File: config.mk
export PLATFORM = sky130hd
export DESIGN_NAME = cwf_burst_seq
export DESIGN_NICKNAME = d
export VERILOG_FILES = /design/src/rtl/cwf_pkg.sv /design/src/rtl/cwf_align_chk.sv /design/src/rtl/cwf_beat_ctr.sv /design/src/rtl/cwf_addr_gen.sv /design/src/rtl/cwf_burst_seq.sv
export SDC_FILE = /design/constraint.sdc
export NUM_CORES = 1
export LEC_CHECK = 0
export ABC_AREA = 1
export BUFFER_PORTS_ARGS = -buffer_cell sky130_fd_sc_hd__buf_4
export CORE_MARGIN = 3
export CORE_UTILIZATION = 33
export DETAILED_ROUTE_END_ITERATION = 6
export PLACE_DENSITY = 0.7
export SYNTH_ARGS = -nofsm -noshare
export SYNTH_HDL_FRONTEND = slang
export SYNTH_HIERARCHICAL = 1
export SYNTH_SLANG_ARGS = --single-unit
File: constraint.sdc
create_clock -name clk -period 1.7 [get_ports clk]
set_input_delay 0.425 -clock clk [delete_from_list [all_inputs] [get_ports clk]]
set_output_delay 0.425 -clock clk [all_outputs]
set_load 0.005 [all_outputs]
File: src/rtl/cwf_pkg.sv
package cwf_pkg;

  typedef enum logic {
    SEQ_IDLE = 1'b0,
    SEQ_BUSY = 1'b1
  } seq_state_e;

endpackage

File: src/rtl/cwf_align_chk.sv
// Decides whether an offered burst address is legal for its direction.
module cwf_align_chk #(
  parameter int ADDR_W = 32,
  parameter int IDX_W  = 2,
  parameter int OFS_W  = 3
) (
  input  logic [ADDR_W-1:0] addr,
  input  logic              write,
  output logic              bad
);

  localparam int BLK_W = IDX_W + OFS_W;

  logic lo_bad;
  logic wr_bad;

  always_comb begin
    lo_bad = |addr[OFS_W-1:0];
    wr_bad = write && (|addr[BLK_W-1:OFS_W]);
    bad    = lo_bad || wr_bad;
  end

endmodule

File: src/rtl/cwf_beat_ctr.sv
// Counts beats within a burst and forms the wrapped double-word index.
module cwf_beat_ctr #(
  parameter int BEATS = 4,
  localparam int IDX_W = $clog2(BEATS)
) (
  input  logic             clk,
  input  logic             rst_n,
  input  logic             load,
  input  logic [IDX_W-1:0] start,
  input  logic             advance,
  output logic [IDX_W-1:0] idx,
  output logic             last
);

  logic [IDX_W-1:0] start_q;
  logic [IDX_W-1:0] start_d;
  logic             start_en;
  logic [IDX_W-1:0] cnt_q;
  logic [IDX_W-1:0] cnt_d;
  logic             cnt_en;

  always_comb begin
    start_en = load;
    start_d  = start;
    cnt_en   = load || advance;
    cnt_d    = load ? '0 : cnt_q + IDX_W'(1);
  end

  always_ff @(posedge clk or negedge rst_n) begin
    if (!rst_n) begin
      start_q <= '0;
      cnt_q   <= '0;
    end else begin
      if (start_en) start_q <= start_d;
      if (cnt_en)   cnt_q   <= cnt_d;
    end
  end

  // Power-of-two block: the sum truncates, which is the wrap.
  always_comb begin
    idx  = start_q + cnt_q;
    last = (cnt_q == IDX_W'(BEATS - 1));
  end


  load_clears_chk: assert property (@(posedge clk) disable iff (!rst_n)
    load |=> (idx == $past(start)) && (cnt_q == '0));

endmodule

File: src/rtl/cwf_addr_gen.sv
// Forms the beat byte address from the block base and the beat index.
module cwf_addr_gen #(
  parameter int ADDR_W = 32,
  parameter int IDX_W  = 2,
  parameter int OFS_W  = 3,
  localparam int BLK_W = IDX_W + OFS_W
) (
  input  logic [ADDR_W-BLK_W-1:0] base,
  input  logic [IDX_W-1:0]        idx,
  output logic [ADDR_W-1:0]       addr
);

  always_comb begin
    addr = {base, idx, {OFS_W{1'b0}}};
  end

endmodule

File: src/rtl/cwf_burst_seq.sv
module cwf_burst_seq #(
  parameter int ADDR_W   = 32,
  parameter int BEATS    = 4,
  parameter int DW_BYTES = 8,
  localparam int IDX_W   = $clog2(BEATS)
) (
  input  logic              clk,
  input  logic              rst_n,
  input  logic              req_valid,
  input  logic              req_write,
  input  logic [ADDR_W-1:0] req_addr,
  output logic              req_ready,
  output logic              req_err,
  input  logic              mem_ready,
  output logic              beat_valid,
  output logic [IDX_W-1:0]  beat_idx,
  output logic [ADDR_W-1:0] beat_addr,
  output logic              beat_last
);

  import cwf_pkg::*;

  localparam int OFS_W  = $clog2(DW_BYTES);
  localparam int BLK_W  = IDX_W + OFS_W;
  localparam int BASE_W = ADDR_W - BLK_W;

  seq_state_e        state_q;
  seq_state_e        state_d;
  logic [BASE_W-1:0] base_q;
  logic [BASE_W-1:0] base_d;
  logic              base_en;
  logic              err_q;
  logic              err_d;

  logic busy;
  logic take;
  logic bad;
  logic accept;
  logic advance;
  logic ctr_last;

  cwf_align_chk #(
    .ADDR_W (ADDR_W),
    .IDX_W  (IDX_W),
    .OFS_W  (OFS_W)
  ) u_align (
    .addr  (req_addr),
    .write (req_write),
    .bad   (bad)
  );

  always_comb begin
    busy    = (state_q == SEQ_BUSY);
    take    = req_valid && !busy;
    accept  = take && !bad;
    err_d   = take && bad;
    advance = busy && mem_ready;
    base_en = accept;
    base_d  = req_addr[ADDR_W-1:BLK_W];
  end

  always_comb begin
    state_d = state_q;
    unique case (state_q)
      SEQ_IDLE: if (accept)              state_d = SEQ_BUSY;
      SEQ_BUSY: if (advance && ctr_last) state_d = SEQ_IDLE;
      default:                           state_d = SEQ_IDLE;
    endcase
  end

  always_ff @(posedge clk or negedge rst_n) begin
    if (!rst_n) begin
      state_q <= SEQ_IDLE;
      base_q  <= '0;
      err_q   <= 1'b0;
    end else begin
      state_q <= state_d;
      err_q   <= err_d;
      if (base_en) base_q <= base_d;
    end
  end

  cwf_beat_ctr #(
    .BEATS (BEATS)
  ) u_ctr (
    .clk     (clk),
    .rst_n   (rst_n),
    .load    (accept),
    .start   (req_addr[BLK_W-1:OFS_W]),
    .advance (advance),
    .idx     (beat_idx),
    .last    (ctr_last)
  );

  cwf_addr_gen #(
    .ADDR_W (ADDR_W),
    .IDX_W  (IDX_W),
    .OFS_W  (OFS_W)
  ) u_addr (
    .base (base_q),
    .idx  (beat_idx),
    .addr (beat_addr)
  );

  always_comb begin
    req_ready  = !busy;
    req_err    = err_q;
    beat_valid = busy;
    beat_last  = busy && ctr_last;
  end


  idx_step_chk: assert property (@(posedge clk) disable iff (!rst_n)
    beat_valid && mem_ready && !beat_last |=>
      beat_valid && (beat_idx == IDX_W'($past(beat_idx) + IDX_W'(1))));


  addr_low_zero_chk: assert property (@(posedge clk) disable iff (!rst_n)
    beat_valid |-> (beat_addr[OFS_W-1:0] == '0));


  stall_hold_chk: assert property (@(posedge clk) disable iff (!rst_n)
    beat_valid && !mem_ready |=>
      beat_valid && $stable(beat_idx) && $stable(beat_addr) && $stable(beat_last));


  err_no_beat_chk: assert property (@(posedge clk) disable iff (!rst_n)
    req_err |-> !beat_valid && !$past(req_err));


  busy_not_ready_chk: assert property (@(posedge clk) disable iff (!rst_n)
    beat_valid |-> !req_ready);


  last_then_idle_chk: assert property (@(posedge clk) disable iff (!rst_n)
    beat_valid && beat_last && mem_ready |=> !beat_valid && req_ready);

endmodule

Word-level counts from Yosys, hierarchy flattened

Index checks and enable logic that the tools add are counted.
Widths: inputs -> output; s select.

Register bits after elaboration: 33
Bits in latches: 0
Memory bits (writable): 0
Memory bits (read-only): 0
Bits of input ports: 37
Output and inout bits: 38
Word-level logic and storage cells: 26
Memories kept: 0

Add/subtract/negate cells: 2
Multipliers: 0
Div/mod/pow operators: 0
Order comparisons: 0
Eq/ne operators: 1
Shift operators: 0
Muxes and demuxes: 4
Bitwise gates (word level): 1
Reductions and logical operators: 13

Operator list:

| cell                | count |
|---|---|
| $logic_and 1x1->1   | 7 |
| $reduce_or 3->1     | 1 |
| $add 2x1->2 const B | 1 |
| $add 2x2->2         | 1 |
| $eq 2x2->1 const B  | 1 |
| $logic_not 1->1     | 2 |
| $logic_or 1x1->1    | 2 |
| $mux 1              | 2 |
| $mux 2              | 1 |
| $pmux 1 s2          | 1 |
| $reduce_or 2->1     | 1 |
| $not 1->1           | 1 |

Depth between registers and ports, before layout

Depth in word-level cells: 7
Gate-level depth with buffers: 12
Gate-level depth less buffers: 10

Modules after synthesis

The synthesis kept the hierarchy.

By module, submodules not included:

| module        | times used | cells each | area each (sq um) | seq. area each (sq um) |
|---|---|---|---|---|
| cwf_burst_seq | 1          | 135        | 1252.5            | 725.7 |
| cwf_addr_gen  | 1          | 33         | 244.0             | 0.0 |
| cwf_beat_ctr  | 1          | 27         | 212.7             | 100.1 |
| cwf_align_chk | 1          | 6          | 23.8              | 0.0 |

Worst setup path after synthesis

Ideal clock, no wire load.

Path kind: input to register
Start point: input req_addr[4]
End point: register u_ctr.cnt_q[1]
Setup time: 0.120 ns
Arrival time: 1.285 ns
Data required time: 1.580 ns
Path slack: 0.295 ns
Stages: 10
Path buffers: 2
Path through: o21ai_0 nand2_1 inv_1 nand3_2 buf_6 buf_6 inv_1 inv_1 o21ai_0 nor2_1

Cells in the longest elaborated chain, start to end: 6
Elaborated cells between the ends (all ways): 7
Those cells by class: 1 x mux; 6 x reduce/logical

RTL lines:

| item                                       | line                                   | text |
|---|---|---|
| start, declared                            | cwf_burst_seq.sv:11                    | `input logic [ADDR_W-1:0] req_addr,` |
| $reduce_or 2->1 *                          | cwf_align_chk.sv:19                    | `wr_bad = write && (\|addr[BLK_W-1:OFS_W]);` |
| $logic_and 1x1->1 *                        | cwf_align_chk.sv:19                    |  |
| $logic_or 1x1->1 *                         | cwf_align_chk.sv:20                    | `bad = lo_bad \|\| wr_bad;` |
| named net bad                              | cwf_burst_seq.sv:37                    | `logic bad;` |
| $logic_not 1->1 *                          | cwf_burst_seq.sv:55                    | `accept = take && !bad;` |
| $logic_and 1x1->1 *                        | cwf_burst_seq.sv:55                    |  |
| named net accept                           | cwf_burst_seq.sv:38                    | `logic accept;` |
| $mux 2 or $logic_or 1x1->1 (tied branches) | cwf_beat_ctr.sv:26, cwf_beat_ctr.sv:25 |  |
| end signal, assigned                       | cwf_beat_ctr.sv:35                     | `if (cnt_en) cnt_q <= cnt_d;` |
| end, declared                              | cwf_beat_ctr.sv:18                     | `logic [IDX_W-1:0] cnt_q;` |

Mark *: on every way through the listed nets, which the timed path passes. The rest lies on a longest branch.
A chain may end at the register's enable or synchronous reset.

Final worst setup path

Start point: register u_ctr.cnt_q[0]
End point: output beat_addr[4]

Cells in the longest elaborated chain, start to end: 1

RTL lines:

| item          | line                | text |
|---|---|---|
| $add 2x2->2   | cwf_beat_ctr.sv:41  | `idx = start_q + cnt_q;` |
| end, declared | cwf_burst_seq.sv:17 | `output logic [ADDR_W-1:0] beat_addr,` |

Every way passes these cells.

==> metrics.md <==
| Metric | Value |
|---|---|
| Fin crit period | `1.59 ns` |
| Final wirelength | `3750 um` |
| Total CTS buffers | `5` |
| Metal2 WL | `1650 um` |
| ANT cells | `0` |
| Synth-to-Final Area Change | `24.0%` |
| Uppermost layer routed | `met4` |
| DRC viols | `0` |
| Core area | `4910 um2` |
| Hold Path Class | `input port to async pin` |
| Dpl hpwl | `2740 um` |
| Synth Register Bits | `33` |
| Post-CTS Hold Buffers | `0` |
| Synth warn | `6` |
| Register area | `826 um2` |
| Antenna-violating nets left | `0` |
| Number of global-route vias before repair | `1,251` |
| Layout cells sized above 1 | `0.350` |
| WHS | `0.0811 ns` |
| Sequential area share after synthesis | `0.477` |
| Initial core utilization | `0.353` |
| Power Density | `1400 nW/um2` |
| Vias | `1,342` |
| Worst Path Required | `1.27 ns` |
| Final period util | `0.933` |
| Fin. Hold Viols | `0` |
| Met1 wire length | `1760 um` |
| Total negative slack | `0 ns` |
| Die ar. | `6160 um2` |
| Number of buffers added on ports | `71` |
| Clock Sinks | `33` |
| RSZ-0062 raised after global routing | `false` |
| Wirelength per Cell | `12.1 um` |
| Post-CTS Setup Bufs | `0` |
| Distinct cell type count after synthesis | `15` |
| Die width | `78.5 um` |
| Pleak | `1.22 nW` |
| Largest net degree at the start of global routing | `34` |
| R2R cell count | `6` |
| CP startpoint kind | `flip-flop` |
| Total Nets Final | `282` |
| Total track usage | `0.129` |
| Peak VDD IR | `561 uV` |
| Top Ports | `75` |
| Mapped cell area | `1730 um2` |
| CTS tree | `done` |
| Max H-tree Level | `2` |
| CP max FO | `3` |
| Final Max Tran Viols | `0` |
| Status | `completed` |
| Final Setup Violations | `0` |
| Synth area leaders | `dfrtp_1, buf_4, nand2_1` |
| Grt total ovfl | `0` |
| Post-Synthesis Cells | `201` |
| Final Skew | `0.00324 ns` |
| Max-cap viol count | `0` |
| First-pass GRT wire length | `6180 um` |
| Post-synth top area cell | `dfrtp_1` |
| Max Fclk | `630 MHz` |
| Share of the synthesized area in the top cell type | `0.477` |
| WS Path Type | `flip-flop to output port` |
| Fill cells | `518` |
| Multi-input logic area | `529 um2` |
| Root buffer selected by CTS | `clkbuf_8` |
| Placement Rows | `25` |
| Initial antenna violation count | `0` |
| Worst skew pair latency | `0.27 ns` |
| 1st-iter DRT viols | `62` |
| Metal3 WL | `278 um` |
| Final GP Congestion | `0.772` |
| Clock transition at path regs | `0.06 ns` |
| Average cell area after synthesis | `8.62 um2` |
| Post-CTS resize count | `0` |
| Vias per cell | `4.33` |
| Die Ht | `78.5 um` |
| First-pass iteration count of the detailed router | `4` |
| Max clock buf depth | `2` |
| Setup crit end kind | `output port` |
| Arr. time, crit path | `1.16 ns` |
-- cells by family after synthesis --
logic type / after synthesis / synth area share
buf+inv: 56 / 0.222
simple gates: 105 / 0.271
compound gates: 3 / 0.00866
flops: 33 / 0.477
other cells: 1 / 0.00216
xor+xnor: 1 / 0.00506
fa+ha+maj: 2 / 0.0144
-- path summary, 6_finish.rpt --
kind / endpoint / slack, ns / start
min: u_ctr/start_q[1] / 0.08 / rst_n
max: beat_addr[4] / 0.11 / u_ctr/cnt_q[0]
max in group asynchronous: base_q[0] / 1.32 / rst_n
min reg2reg: base_q[9] / 0.47 / base_q[9]
min in group clk: u_ctr/start_q[0] / 0.37 / req_addr[3]
max reg2reg: u_ctr/cnt_q[1] / 0.41 / beat_valid
-- cells in the final DEF, fill, tap and decap left out, types with 2 or more instances in the layout --
cell type / netlist / layout
conb_1: 1 / 3
buf_4: 38 / 77
ha_1: 2 / 2
nand4_1: 27 / 27
clkbuf_8: 0 / 6
nand2_1: 71 / 71
dfrtp_1: 33 / 33
inv_1: 11 / 11
o21ai_0: 3 / 3
nor2_1: 5 / 5
-- final cells by class --
| cell class | instances | share of cell area |
|---|---|---|
| sequential | 33 | 0.384 |
| timing repair buffer | 77 | 0.269 |
| clock buffer | 7 | 0.0402 |
| inverter | 12 | 0.0210 |
| multi-input combinational | 114 | 0.246 |
| tap | 67 | 0.0390 |
-- where the power goes --
part | switching (mW) | internal, mW | leakage, nW | total [mW]
clock | 0.254 | 0.321 | 0.0443 | 0.574
combinational | 0.527 | 0.639 | 0.754 | 1.17
sequential | 0.187 | 1.08 | 0.418 | 1.27
-- synth_stat cells --
cell type / n
nand4_1: 27
ha_1: 2
inv_2: 1
nand2_1: 71
nand3_1: 1
buf_2: 2
buf_6: 4
conb_1: 1
inv_1: 11
dfrtp_1: 33
buf_4: 38
nor2_1: 5
o21ai_0: 3
xnor2_1: 1
nand3_2: 1
-- metal layers --
metal / vias to the layer above / GRT usage
met5: - / 0
met4: 0 / 0.0577
met3: 7 / 0.0390
met2: 49 / 0.187
met1: 594 / 0.177
li1: 692 / -
-- sequential cells by signal, summed over array words and instances, names as in the netlist --
register	count
u_ctr/cnt_q	2
base_q	27
req_err	1
beat_valid	1
u_ctr/start_q	2
-- worst max-delay path, stage by stage, from the launching register on --
cell and delay, ns:
dfrtp_1 0.41, ha_1 0.20, nand3_1 0.08, nand2_1 0.07
buf_4 0.13
-- metrics by stage --
stage | util | power, mW | setup slack [ns] | instances | cell area [um2]
after CTS | 0.437 | 3.07 | 0.0996 | 310 | 2150
after detailed placement | 0.420 | 2.47 | 0.263 | 303 | 2060
after global placement | 0.420 | 2.45 | 0.311 | 303 | 2060
after global routing | 0.437 | 3.24 | 0.0306 | 310 | 2150
after floorplan | - | 2.15 | 0.295 | 203 | 1740
final | 0.437 | 3.01 | 0.114 | 310 | 2150
No activity file was read; power rests on OpenSTA's default activity.
